[src/rtl/bcr_pkg.sv]
package bcr_pkg;

  typedef enum logic {
    GAIN_ACQ = 1'b0,
    GAIN_TRK = 1'b1
  } gain_e;

  // Accumulator increment for one sample: 2^width * rate / fs, truncated.
  function automatic longint unsigned calc_inc(input int unsigned width,
                                               input longint unsigned rate_hz,
                                               input longint unsigned fs_hz);
    longint unsigned full;
    full = 64'd1 << width;
    return (full * rate_hz) / fs_hz;
  endfunction

endpackage

[src/rtl/bcr_rst_sync.sv]
module bcr_rst_sync (
  input  logic clk,
  input  logic rst_n,
  output logic rst_ns
);
  logic [1:0] sync_q;

  always_ff @(posedge clk or negedge rst_n) begin
    if (!rst_n) sync_q <= 2'b00;
    else        sync_q <= {sync_q[0], 1'b1};
  end

  assign rst_ns = sync_q[1];
endmodule

[src/rtl/bcr_edge_det.sv]
module bcr_edge_det (
  input  logic clk,
  input  logic rst_ns,
  input  logic sample_en,
  input  logic rx_in,
  output logic edge_hit
);
  logic prev_q, prev_d;

  always_comb begin
    prev_d   = sample_en ? rx_in : prev_q;
    edge_hit = sample_en & (rx_in ^ prev_q);
  end

  always_ff @(posedge clk or negedge rst_ns) begin
    if (!rst_ns) prev_q <= 1'b0;
    else         prev_q <= prev_d;
  end
endmodule

[src/rtl/bcr_nco.sv]
module bcr_nco #(
  parameter int unsigned PHASE_W = 16,
  parameter int unsigned SHIFT_W = 3
) (
  input  logic               clk,
  input  logic               rst_ns,
  input  logic               sample_en,
  input  logic               edge_hit,
  input  logic [PHASE_W-1:0] inc,
  input  logic [SHIFT_W-1:0] shift,
  output logic [PHASE_W-1:0] phase,
  output logic               center_hit
);
  logic [PHASE_W-1:0]        acc_q, acc_d;
  logic signed [PHASE_W-1:0] err, corr;

  always_comb begin
    // Edges belong at the wrap point: the signed value is the phase error.
    err        = $signed(acc_q);
    corr       = err >>> shift;
    acc_d      = acc_q;
    center_hit = 1'b0;
    if (sample_en) begin
      acc_d = acc_q + inc;
      if (edge_hit) acc_d = acc_d - $unsigned(corr);
      center_hit = !acc_q[PHASE_W-1] && acc_d[PHASE_W-1];
    end
  end

  always_ff @(posedge clk or negedge rst_ns) begin
    if (!rst_ns) acc_q <= '0;
    else         acc_q <= acc_d;
  end

  assign phase = acc_q;
endmodule

[src/rtl/bcr_sampler.sv]
module bcr_sampler (
  input  logic clk,
  input  logic rst_ns,
  input  logic center_hit,
  input  logic rx_in,
  output logic bit_out,
  output logic bit_stb
);
  logic data_q, data_d, stb_q, stb_d;

  always_comb begin
    stb_d  = center_hit;
    data_d = center_hit ? rx_in : data_q;
  end

  always_ff @(posedge clk or negedge rst_ns) begin
    if (!rst_ns) begin
      data_q <= 1'b0;
      stb_q  <= 1'b0;
    end else begin
      data_q <= data_d;
      stb_q  <= stb_d;
    end
  end

  assign bit_out = data_q;
  assign bit_stb = stb_q;
endmodule

[src/rtl/bit_clock_recovery.sv]
module bit_clock_recovery #(
  parameter int unsigned     PHASE_W    = 16,
  parameter int unsigned     SHIFT_W    = 3,
  parameter longint unsigned SAMPLE_HZ  = 160000,
  parameter longint unsigned RATE_HI_HZ = 10000,
  parameter longint unsigned RATE_LO_HZ = 8000
) (
  input  logic               clk,
  input  logic               rst_n,
  input  logic               sample_en,
  input  logic               rx_in,
  input  logic               rate_sel,
  input  logic               gain_sel,
  input  logic [SHIFT_W-1:0] acq_shift,
  input  logic [SHIFT_W-1:0] trk_shift,
  output logic               bit_out,
  output logic               bit_stb
);
  import bcr_pkg::*;

  localparam logic [PHASE_W-1:0] INC_HI = PHASE_W'(calc_inc(PHASE_W, RATE_HI_HZ, SAMPLE_HZ));
  localparam logic [PHASE_W-1:0] INC_LO = PHASE_W'(calc_inc(PHASE_W, RATE_LO_HZ, SAMPLE_HZ));

  logic               rst_ns;
  logic               edge_hit;
  logic               center_hit;
  logic [PHASE_W-1:0] phase;
  logic [PHASE_W-1:0] inc;
  logic [SHIFT_W-1:0] act_shift;
  gain_e              gain_q, gain_d;

  bcr_rst_sync u_rst (
    .clk   (clk),
    .rst_n (rst_n),
    .rst_ns(rst_ns)
  );

  always_comb begin
    gain_d    = sample_en ? gain_e'(gain_sel) : gain_q;
    act_shift = (gain_q == GAIN_ACQ) ? acq_shift : trk_shift;
    inc       = rate_sel ? INC_LO : INC_HI;
  end

  always_ff @(posedge clk or negedge rst_ns) begin
    if (!rst_ns) gain_q <= GAIN_ACQ;
    else         gain_q <= gain_d;
  end

  bcr_edge_det u_edge (
    .clk      (clk),
    .rst_ns   (rst_ns),
    .sample_en(sample_en),
    .rx_in    (rx_in),
    .edge_hit (edge_hit)
  );

  bcr_nco #(
    .PHASE_W(PHASE_W),
    .SHIFT_W(SHIFT_W)
  ) u_nco (
    .clk       (clk),
    .rst_ns    (rst_ns),
    .sample_en (sample_en),
    .edge_hit  (edge_hit),
    .inc       (inc),
    .shift     (act_shift),
    .phase     (phase),
    .center_hit(center_hit)
  );

  bcr_sampler u_smp (
    .clk       (clk),
    .rst_ns    (rst_ns),
    .center_hit(center_hit),
    .rx_in     (rx_in),
    .bit_out   (bit_out),
    .bit_stb   (bit_stb)
  );
endmodule

[config.mk]
export PLATFORM = sky130hd
export DESIGN_NAME = bit_clock_recovery
export DESIGN_NICKNAME = d
export VERILOG_FILES = /design/src/rtl/bcr_pkg.sv /design/src/rtl/bcr_rst_sync.sv /design/src/rtl/bcr_edge_det.sv /design/src/rtl/bcr_nco.sv /design/src/rtl/bcr_sampler.sv /design/src/rtl/bit_clock_recovery.sv
export SDC_FILE = /design/constraint.sdc
export NUM_CORES = 1
export LEC_CHECK = 0
export BUFFER_PORTS_ARGS = -buffer_cell sky130_fd_sc_hd__buf_2
export CORE_MARGIN = 1
export CORE_UTILIZATION = 56
export CTS_BUF_LIST = sky130_fd_sc_hd__clkbuf_4 sky130_fd_sc_hd__clkbuf_8 sky130_fd_sc_hd__clkbuf_16
export DETAILED_ROUTE_END_ITERATION = 8
export HOLD_SLACK_MARGIN = 0.03
export PLACE_DENSITY = 0.77
export SYNTH_ARGS = -nofsm -noshare
export SYNTH_HDL_FRONTEND = slang
export SYNTH_SLANG_ARGS = --single-unit
[constraint.sdc]
create_clock -name clk -period 0.8 [get_ports clk]
set_input_delay 0.04 -clock clk [delete_from_list [all_inputs] [get_ports clk]]
set_output_delay 0.04 -clock clk [all_outputs]
set_load 0.05 [all_outputs]
==> results of run 1 <==
final cells by class:
class / instances / share of cell area
multi-input cells: 251 / 0.5772
repair buffers: 128 / 0.2494
flip-flops and latches: 22 / 0.1340
well taps: 52 / 0.01580
clock buffers: 3 / 0.01002
clock inverters: 1 / 0.007290
inverters: 7 / 0.006379
worst max-delay path: cells and delay by family, from the launching register on:
family | cells | cell delay, ns
flip-flops | 1 | 0.44
multiplexers | 4 | 0.95
adder cells (fa/ha/maj) | 1 | 0.42
AND/OR/NAND/NOR | 1 | 0.28
buffers and inverters | 4 | 0.59
AO/OA/AOI/OAI | 6 | 1.26
layer usage:
| layer | global-route usage | part of all wire | vias up |
|---|---|---|---|
| li1 | - | - | 1317 |
| met1 | 0.5916 | 0.32 | 1629 |
| met2 | 0.7638 | 0.39 | 452 |
| met3 | 0.1148 | 0.16 | 195 |
| met4 | 0.3741 | 0.12 | 2 |
| met5 | 0 | 0.0041 | - |
sequential cells by signal (all words and copies together), names as in the netlist:
| register | flops |
|---|---|
| u_nco.phase | 16 |
| u_rst.sync_q | 2 |
| gain_q | 1 |
| u_edge.prev_q | 1 |
| u_smp.bit_out | 1 |
| u_smp.bit_stb | 1 |
path summary, 6_finish.rpt:
| path | start | end | slack [ns] |
|---|---|---|---|
| max | gain_q | u_nco.phase[15] | -3.25 |
| min | rst_n | u_rst.sync_q[1] | 0.07 |
| max reg2reg | gain_q | u_nco.phase[15] | -3.25 |
| min reg2reg | u_rst.sync_q[1] | u_nco.phase[15] | 0.23 |
| max in group asynchronous | u_rst.sync_q[1] | gain_q | 0.42 |
| min in group clk | rx_in | u_smp.bit_out | 0.09 |
placed cells by master, fill, tap and decap left out, types with 4 or more instances in the layout:
master   netlist  final
a21o_1        10     10
a21oi_1       35     22
a21oi_2        0     10
a31oi_1       10      7
buf_2          2     11
buf_4          0     97
buf_6          0     15
dfrtp_1       22     21
ha_1          22     15
ha_2           0      6
inv_1          7      6
mux2_4         0      5
mux2i_1       37     14
mux2i_2        0     11
mux2i_4        0     12
nand2_1       25     24
nand3_1        7      7
nor2_1        17     14
o21ai_0       11      4
o21ai_1        0      4
o22ai_1        4      4
xnor2_1       14     12
xor2_1         8      7
logic make-up (layout without fill, tap and decap cells):
| kind of cell | Yosys count | count (layout) | share of synthesized area |
|---|---|---|---|
| flip-flops | 22 | 22 | 0.2174 |
| buffers and inverters | 22 | 139 | 0.03409 |
| XOR/XNOR | 22 | 22 | 0.07609 |
| AO/OA/AOI/OAI | 89 | 89 | 0.2297 |
| multiplexers | 44 | 44 | 0.1774 |
| AND/OR/NAND/NOR | 71 | 71 | 0.1393 |
| other | 1 | 1 | 0.001481 |
| adder cells (fa/ha/maj) | 24 | 24 | 0.1245 |
through the flow:
stage / setup TNS [ns] / hold slack [ns] / worst slack (ns)
after global placement: -37.86 / -0.1763 / -2.532
after CTS: -40.89 / 0.07193 / -2.663
after detailed placement: -39.75 / -0.1747 / -2.673
after global routing: -49.19 / 0.08633 / -3.138
after floorplan: -34.95 / -0.2556 / -2.445
final: -50.14 / 0.06995 / -3.252
timing repair:
action,in CTS,in global routing
cloned,1,0
hold endpoints to repair,3,0
endpoints found under the setup margin,22,22
buffers inserted,10,11
hold buffers,2,0
gates resized for setup,42,60
pin swaps,17,28
==> metrics.yaml, run 1 <==
yosysTopAreaCell: "dfrtp_1"
crit_fanout: 8
yosysTopAreaCellShare: 0.2174
hold_violations: 0
route.vias.total: 3595
grt_max_degree: 21
synthFlopType: "dfrtp_1"
violations: "DRC, setup timing"
place_area_mm2: 0.003428
dp.final_hpwl_um: 6268
fmax_ghz: 0.2468
first_global_vias: 3444
layout.nets: 449
cp_slowest_cell: "dfrtp_2"
drc_errors: 1
cts_tree: "done"
wire_per_inst_um: 31.06
async_flop_share: 1.000
synthesis.nets: 331
firstDrtPassIters: 9
cap_violations: 0
grt_pass1_wl_um: 18220
fp.coreArea_mm2: 0.004354
cts_root_buf: "clkbuf_8"
port_buffers: 13
synth.most_common_cell: "mux2i_1"
end_kind: "flop"
reg2reg_depth: 16
cts.sinks: 22
viasPerCell: 7.748
ys_seq_area_frac: 0.2174
drtAntennaViolNets: 0
gp_congestion: 0.8848
die_area_mm2: 0.004795
synthTopCellsByArea: "dfrtp_1, mux2i_1, ha_1"
worst_slack_ns: -3.252
path_clk_slew_ns: 0.11
start_util: 0.5816
final_max_slew_viol_count: 0
hold_path.class: "input port to async pin"
seq_area_um2: 551.8
multiInputGateArea_mm2: 0.002377
first_iter_violations: 720
antenna_cells: 0
rows: 24
rsz0062_at_grt: "true"
grt_usage: 0.4930
tightest_slew_ns: 0.4917
layoutNonFillerInstCount: 464
max_stage_delay_ns: 0.44
clockBufferDepth: 2
cts_buffers: 3
synth_enable_flop_cells: 0
yosysWarnings: 0
utilization: 0.9460
layout_min_cycle_time_ns: 4.052
ys_seq_elements: 22
yosys-top-cells-count: "mux2i_1, a21oi_1, nand2_1, dfrtp_1, ha_1"
dp.cells: 440
final_area_mm2: 0.004119
nFillCells: 119
ios: 14
drive_gt1_frac: 0.5170
crit_path_start_kind: "flop"
die_h_um: 69.25
slew_headroom: 0.6700
setup_viol: 22
crit_type: "flop to flop"
period_share: 5.065
worstPathArrival_ns: 4.22
overflow: 0
worstPathCellList: "mux2i_4 > buf_12 > mux2i_4 > buf_6 > o21ai_1 > mux2i_1 > ha_2 > o211ai_1 > a21oi_4 > o221ai_4 > or2_4 > a41oi_4 > buf_4 > buf_4 > mux2i_1 > o21ai_1"
die_w_um: 69.25
routed_wl_um: 14410
synthCells: 295
finClkSkew_ns: 0.009870
antenna_found_initial: 0
cp.required_ns: 0.96
area_growth_pct: 62.65
htreeDepth: 1
syn_area_mm2: 0.002532
synth.distinct_cells: 49
syn_area_per_cell_um2: 8.585
worstSkewPairLatency_ns: 0.28
status: "finished, violations left"
Power of run 1 is not shown: default switching activity piles up to over one toggle a cycle in this logic, so the estimate is an artifact.
==> inputs of run 2 (changes only) <==
--- a/config.mk
+++ b/config.mk
@@ -5,13 +5,13 @@
 export SDC_FILE = /design/constraint.sdc
 export NUM_CORES = 1
 export LEC_CHECK = 0
+export ABC_AREA = 1
 export BUFFER_PORTS_ARGS = -buffer_cell sky130_fd_sc_hd__buf_2
 export CORE_MARGIN = 1
-export CORE_UTILIZATION = 56
+export CORE_UTILIZATION = 25
 export CTS_BUF_LIST = sky130_fd_sc_hd__clkbuf_4 sky130_fd_sc_hd__clkbuf_8 sky130_fd_sc_hd__clkbuf_16
 export DETAILED_ROUTE_END_ITERATION = 8
 export HOLD_SLACK_MARGIN = 0.03
-export PLACE_DENSITY = 0.77
 export SYNTH_ARGS = -nofsm -noshare
 export SYNTH_HDL_FRONTEND = slang
 export SYNTH_SLANG_ARGS = --single-unit
==> run 2 against run 1 <==
The flow finishes with violations (setup timing); worst hold slack got worse by 0.015 ns; fmax grew 33%; cell area increased by 18%; synthesized cell count grew 41%; register-to-register slack better by 1.0 ns; final cell count increased by 50%; first-iteration DRC count is 54% lower; core utilization shrank 47 points; synthesized area up 4.1%; critical path depth grew 4; sequential share of layout area fell by 2.1 points.
==> metrics.yaml, run 2 <==
status: "finished, violations left"
violations: "setup timing"
die_area_mm2: 0.01096
synthSimpleGateAreaFrac: 0.3246
synth_compound_area_frac: 0.2027
antenna_cells: 0
gp_congestion: 0.9304
dp.final_hpwl_um: 6836
start_util: 0.2565
antenna_found_initial: 0
rsz0062_at_grt: "true"
layout_common_cells: "buf_4, nand2_1, inv_1"
muxShareOfSynthArea: 0.008068
yosysTopAreaCellShare: 0.2088
worstPathArrival_ns: 3.23
crit_path_start_kind: "flop"
ys_seq_area_frac: 0.2088
cp.required_ns: 0.97
hold_violations: 0
cp_common_cell: "nand2_1"
overflow: 0
die_w_um: 104.7
fmax_ghz: 0.3273
cts_tree: "done"
layout_min_cycle_time_ns: 3.056
die_h_um: 104.7
r2r_setup_slack_ns: -2.26
hold_path.class: "input port to async pin"
place_area_mm2: 0.003630
final_common_cell: "buf_4"
grt_max_degree: 17
ys_seq_elements: 22
cts_buffers: 3
yosysWarnings: 0
wire_per_inst_um: 16.12
syn_area_per_cell_um2: 6.322
final_max_slew_viol_count: 0
first_global_vias: 3472
synthesis.nets: 453
first_iter_violations: 334
viasPerCell: 5.157
crit_family: "simple AND/OR/NAND/NOR gates"
worstSkewPairLatency_ns: 0.28
drive_gt1_frac: 0.5367
htreeDepth: 1
crit_type: "flop to flop"
cp_slowest_cell: "dfrtp_1"
end_kind: "flop"
final_area_mm2: 0.004881
worstPathCellList: "buf_4 > nand2_1 > nand2_4 > buf_6 > o21ai_1 > nand2_1 > nand3_1 > o21ai_1 > ha_1 > buf_4 > nand2_1 > inv_1 > nand2_4 > nand2_4 > and2_4 > nand4_1 > nand2_1 > nand2_2 > nand3_2 > nand2_1"
port_buffers: 13
setup_viol: 21
grt_pass1_wl_um: 15950
yosys-top-cells-count: "nand2_1, inv_1, o21ai_0, nand3_1, a21oi_1"
routed_wl_um: 11200
synth.most_common_cell: "nand2_1"
synth_enable_flop_cells: 0
ios: 14
cap_violations: 0
synthFlopType: "dfrtp_1"
area_growth_pct: 85.14
drc_errors: 0
cts_root_buf: "clkbuf_8"
finClkSkew_ns: 0.004643
firstDrtPassIters: 5
synthCells: 417
synth-xor-area-share: 0.03987
largest_reg_flops: 16
syn_area_mm2: 0.002636
synth_top_family_by_area: "simple AND/OR/NAND/NOR gates"
crit_fanout: 10
clockBufferDepth: 2
grt_usage: 0.1793
cts.sinks: 22
period_share: 3.820
rows: 37
drtAntennaViolNets: 0
layout.nets: 596
synth-adder-area-share: 0.1196
async_flop_share: 1.000
max_stage_delay_ns: 0.40
synth.distinct_cells: 42
fp.coreArea_mm2: 0.01028
worst_slack_ns: -2.256
path_clk_slew_ns: 0.10
route.vias.total: 3584
critPathBufInv: 4
synthTopCellsByArea: "dfrtp_1, nand2_1, ha_1"
yosysTopAreaCell: "dfrtp_1"
## run 2: repair_timing
item	4_1_cts	5_1_grt
buffers inserted	20	22
pin swaps	59	77
gates cloned	2	0
endpoints found under the setup margin	20	21
endpoints found under the hold margin	4	0
gates resized for setup	108	114
hold buffers	3	0
## run 2: path summary, 6_finish.rpt
check                                       end       startpoint  depth (start not counted)
worst max-delay path            u_nco.phase[10]           gain_q                         20
worst min-delay path            u_rst.sync_q[1]            rst_n                          2
worst max register to register  u_nco.phase[10]           gain_q                         20
worst min register to register    u_edge.prev_q  u_rst.sync_q[1]                          1
max in group asynchronous       u_nco.phase[10]  u_rst.sync_q[1]                          1
min in group clk                  u_smp.bit_out            rx_in                          4
## run 2: cell families (layout without fill, tap and decap cells)
| kind of cell | Yosys count | in the layout |
|---|---|---|
| flip-flops | 22 | 22 |
| other | 1 | 1 |
| AO/OA/AOI/OAI | 92 | 92 |
| XOR/XNOR | 12 | 12 |
| AND/OR/NAND/NOR | 206 | 206 |
| adder cells (fa/ha/maj) | 24 | 24 |
| buffers and inverters | 58 | 200 |
| multiplexers | 2 | 2 |
## run 2: layout make-up
class,count,area (um^2)
Clock buffer,3,41.29
Timing Repair inverter,1,7.507
Clock inverter,1,30.03
Timing Repair Buffer,146,1202
Multi-Input combinational cell,337,2674
Tap cell,136,170.2
Inverter,49,205.2
Fill cell,910,5396
Sequential cell,22,550.5
## run 2: stage by stage
step	cells	util	TNS [ns]	worst slack, ns	hold WS, ns
6_report	695	0.4749	-35.79	-2.256	0.05464
5_1_grt	695	0.4749	-37.93	-2.375	0.06904
4_1_cts	678	0.4165	-34.42	-2.127	0.04931
3_5_place_dp	651	0.3532	-34.11	-2.170	-0.1726
3_3_place_gp	651	0.3532	-32.74	-2.101	-0.1743
2_1_floorplan	417	-	-28.27	-1.889	-0.2556
## run 2: worst reg2reg max path, cell delays in order (launching register included)
cell and delay (ns):
dfrtp_1 0.40, buf_4 0.15, nand2_1 0.11, nand2_4 0.09, buf_6 0.16, o21ai_1 0.23
nand2_1 0.15, nand3_1 0.12, o21ai_1 0.08, ha_1 0.36, buf_4 0.16, nand2_1 0.08
inv_1 0.11, nand2_4 0.07, nand2_4 0.08, and2_4 0.15, nand4_1 0.12, nand2_1 0.12
nand2_2 0.06, nand3_2 0.08, nand2_1 0.05
## run 2: metal layers
layer | share of wire | routed length (um) | vias to the layer above | track usage
met4 | 0.051 | 576 | 0 | 0.06036
met2 | 0.50 | 5571 | 175 | 0.3321
met1 | 0.40 | 4463 | 1682 | 0.2188
met3 | 0.053 | 591 | 50 | 0.01061
met5 | 0 | 0 | - | 0
li1 | - | - | 1677 | -
Power of run 2 is left out for the same reason.
==> inputs of run 3 (changes only) <==
==> constraint.sdc (replaced) <==
create_clock -name clk -period 3.9 [get_ports clk]
set_input_delay 0.195 -clock clk [delete_from_list [all_inputs] [get_ports clk]]
set_output_delay 0.195 -clock clk [all_outputs]
set_load 0.05 [all_outputs]
==> run 3 against run 2 <==
The run now ends clean; wire length is 37% lower; largest cell class unchanged; critical path type unchanged; via count down 23%; worst setup slack better by 2.9 ns; final cell count fell by 19%; die area is the same.
==> metrics.yaml, run 3 (synthesis gave the netlist of run 2 again) <==
worstPathArrival_ns: 3.44
period_share: 0.8250
antenna_found_initial: 0
largest_reg_flops: 16
peakVddDrop_mv: 0.3627
die_w_um: 104.7
finClkSkew_ns: 0.01045
viasPerCell: 4.862
p_per_area_mw_per_mm2: 957.6
p_leak_nw: 1.452
clockBufferDepth: 2
overflow: 0
firstDrtPassIters: 5
htreeDepth: 1
rsz0062_at_grt: "false"
cts-resized-gates: 0
swShare: 0.5718
crit_path_start_kind: "flop"
ios: 14
cts.sinks: 22
final_max_slew_viol_count: 0
die_h_um: 104.7
dp.final_hpwl_um: 5832
utilization: 0.2810
first_global_vias: 2543
port_buffers: 13
worstSkewPairLatency_ns: 0.28
cp.required_ns: 4.12
gp_congestion: 0.9106
p_int_mw: 1.184
cts_buffers: 3
drive_gt1_frac: 0.06776
pwr-share-comb: 0.776
tightest_slew_ns: 0.8924
layout.nets: 465
final.setup.tns_ns: 0
antenna_cells: 0
cts_root_buf: "clkbuf_8"
hold_violations: 0
crit_fanout: 7
path_clk_slew_ns: 0.09
end_kind: "flop"
fmax_ghz: 0.3108
grt_usage: 0.1327
grt_max_degree: 21
fp.coreArea_mm2: 0.01028
crit_type: "flop to flop"
cap_violations: 0
finalPower_mw: 2.765
first_iter_violations: 249
p_seq_frac: 0.161
grt_pass1_wl_um: 11930
status: "finished clean"
die_area_mm2: 0.01096
area_growth_pct: 9.540
layout_min_cycle_time_ns: 3.217
route.vias.total: 2742
rows: 37
routed_wl_um: 7093
cts_tree: "done"
power_frac_clock: 0.063
drtAntennaViolNets: 0
layout_common_cells: "nand2_1, inv_1, o21ai_0"
setup_viol: 0
p_sw_mw: 1.581
start_util: 0.2565
slew_headroom: 0.4051
wire_per_inst_um: 12.58
hold_path.class: "input port to flop"
drc_errors: 0
final_common_cell: "nand2_1"
run 3: power groups by stage:
stage / registers (mW) / clock network, mW / logic (mW)
3_5_place_dp: 0.447 / 0 / 2.10
6_report: 0.445 / 0.175 / 2.14
3_3_place_gp: 0.447 / 0 / 2.07
5_1_grt: 0.462 / 0.188 / 2.47
4_1_cts: 0.442 / 0.177 / 2.11
2_1_floorplan: 0.441 / 0 / 1.64
run 3: metal layers:
layer  global-route usage  part of all wire  vias to the layer above
li1                     -                 -                     1407
met1               0.1901              0.50                     1248
met2               0.2148              0.44                       77
met3              0.01185             0.046                       10
met4              0.03018            0.0096                        0
met5                    0                 0                        -
run 3: area by class of cell:
cell class	count	area [um^2]
well taps	136	170.2
multi-input cells	337	1836
inverters	49	186.4
fillers	1143	7390
repair buffers	16	90.09
flip-flops and latches	22	550.5
clock buffers	4	55.05
run 3: path summary, 6_finish.rpt:
check / start / cells past startpoint / slack (ns) / to
setup / recovery: u_nco.phase[2] / 23 / 0.68 / u_smp.bit_out
hold / removal: rx_in / 3 / 0.16 / u_edge.prev_q
setup reg to reg: u_nco.phase[2] / 23 / 0.68 / u_smp.bit_out
hold reg to reg: u_rst.sync_q[0] / 0 / 0.36 / u_rst.sync_q[1]
max in group asynchronous: u_rst.sync_q[1] / 0 / 2.98 / u_nco.phase[8]
min in group asynchronous: rst_n / 2 / 0.23 / u_rst.sync_q[0]
run 3: what timing repair did:
action | in CTS | in global routing
endpoints found under the hold margin | 2 | 0
hold buffers | 1 | 0
setup buffers | 0 | 0
run 3: through the flow:
stage	worst slack (ns)	hold WS, ns	cells	cell area (um^2)
finish	0.6826	0.1640	564	2888
global route	0.3071	0.1828	564	2888
CTS	0.6764	0.1683	564	2888
detailed placement	0.6860	-0.01679	559	2823
global placement	0.7139	-0.01965	559	2823
floorplan	1.015	-0.1006	417	2636
run 3: critical path, stage by stage (launching register included):
cell and delay, ns:
dfrtp_1 0.43, ha_1 0.23, fa_1 0.41, nand3_1 0.14, o21ai_2 0.08, nand2_1 0.09, nor2_2 0.05, nand2_1 0.08
o2111ai_1 0.12, and2_1 0.20, ha_1 0.37, nand2_1 0.09, nand2_1 0.07, nand2_1 0.07, nand2_1 0.05, nand2_1 0.05
nand2_1 0.06, nor2_1 0.08, nand2_1 0.09, nand3_1 0.11, nand2_1 0.08, nor2_1 0.09, nand3_1 0.08, nand2_1 0.06
No activity file was read; power rests on OpenSTA's default activity.
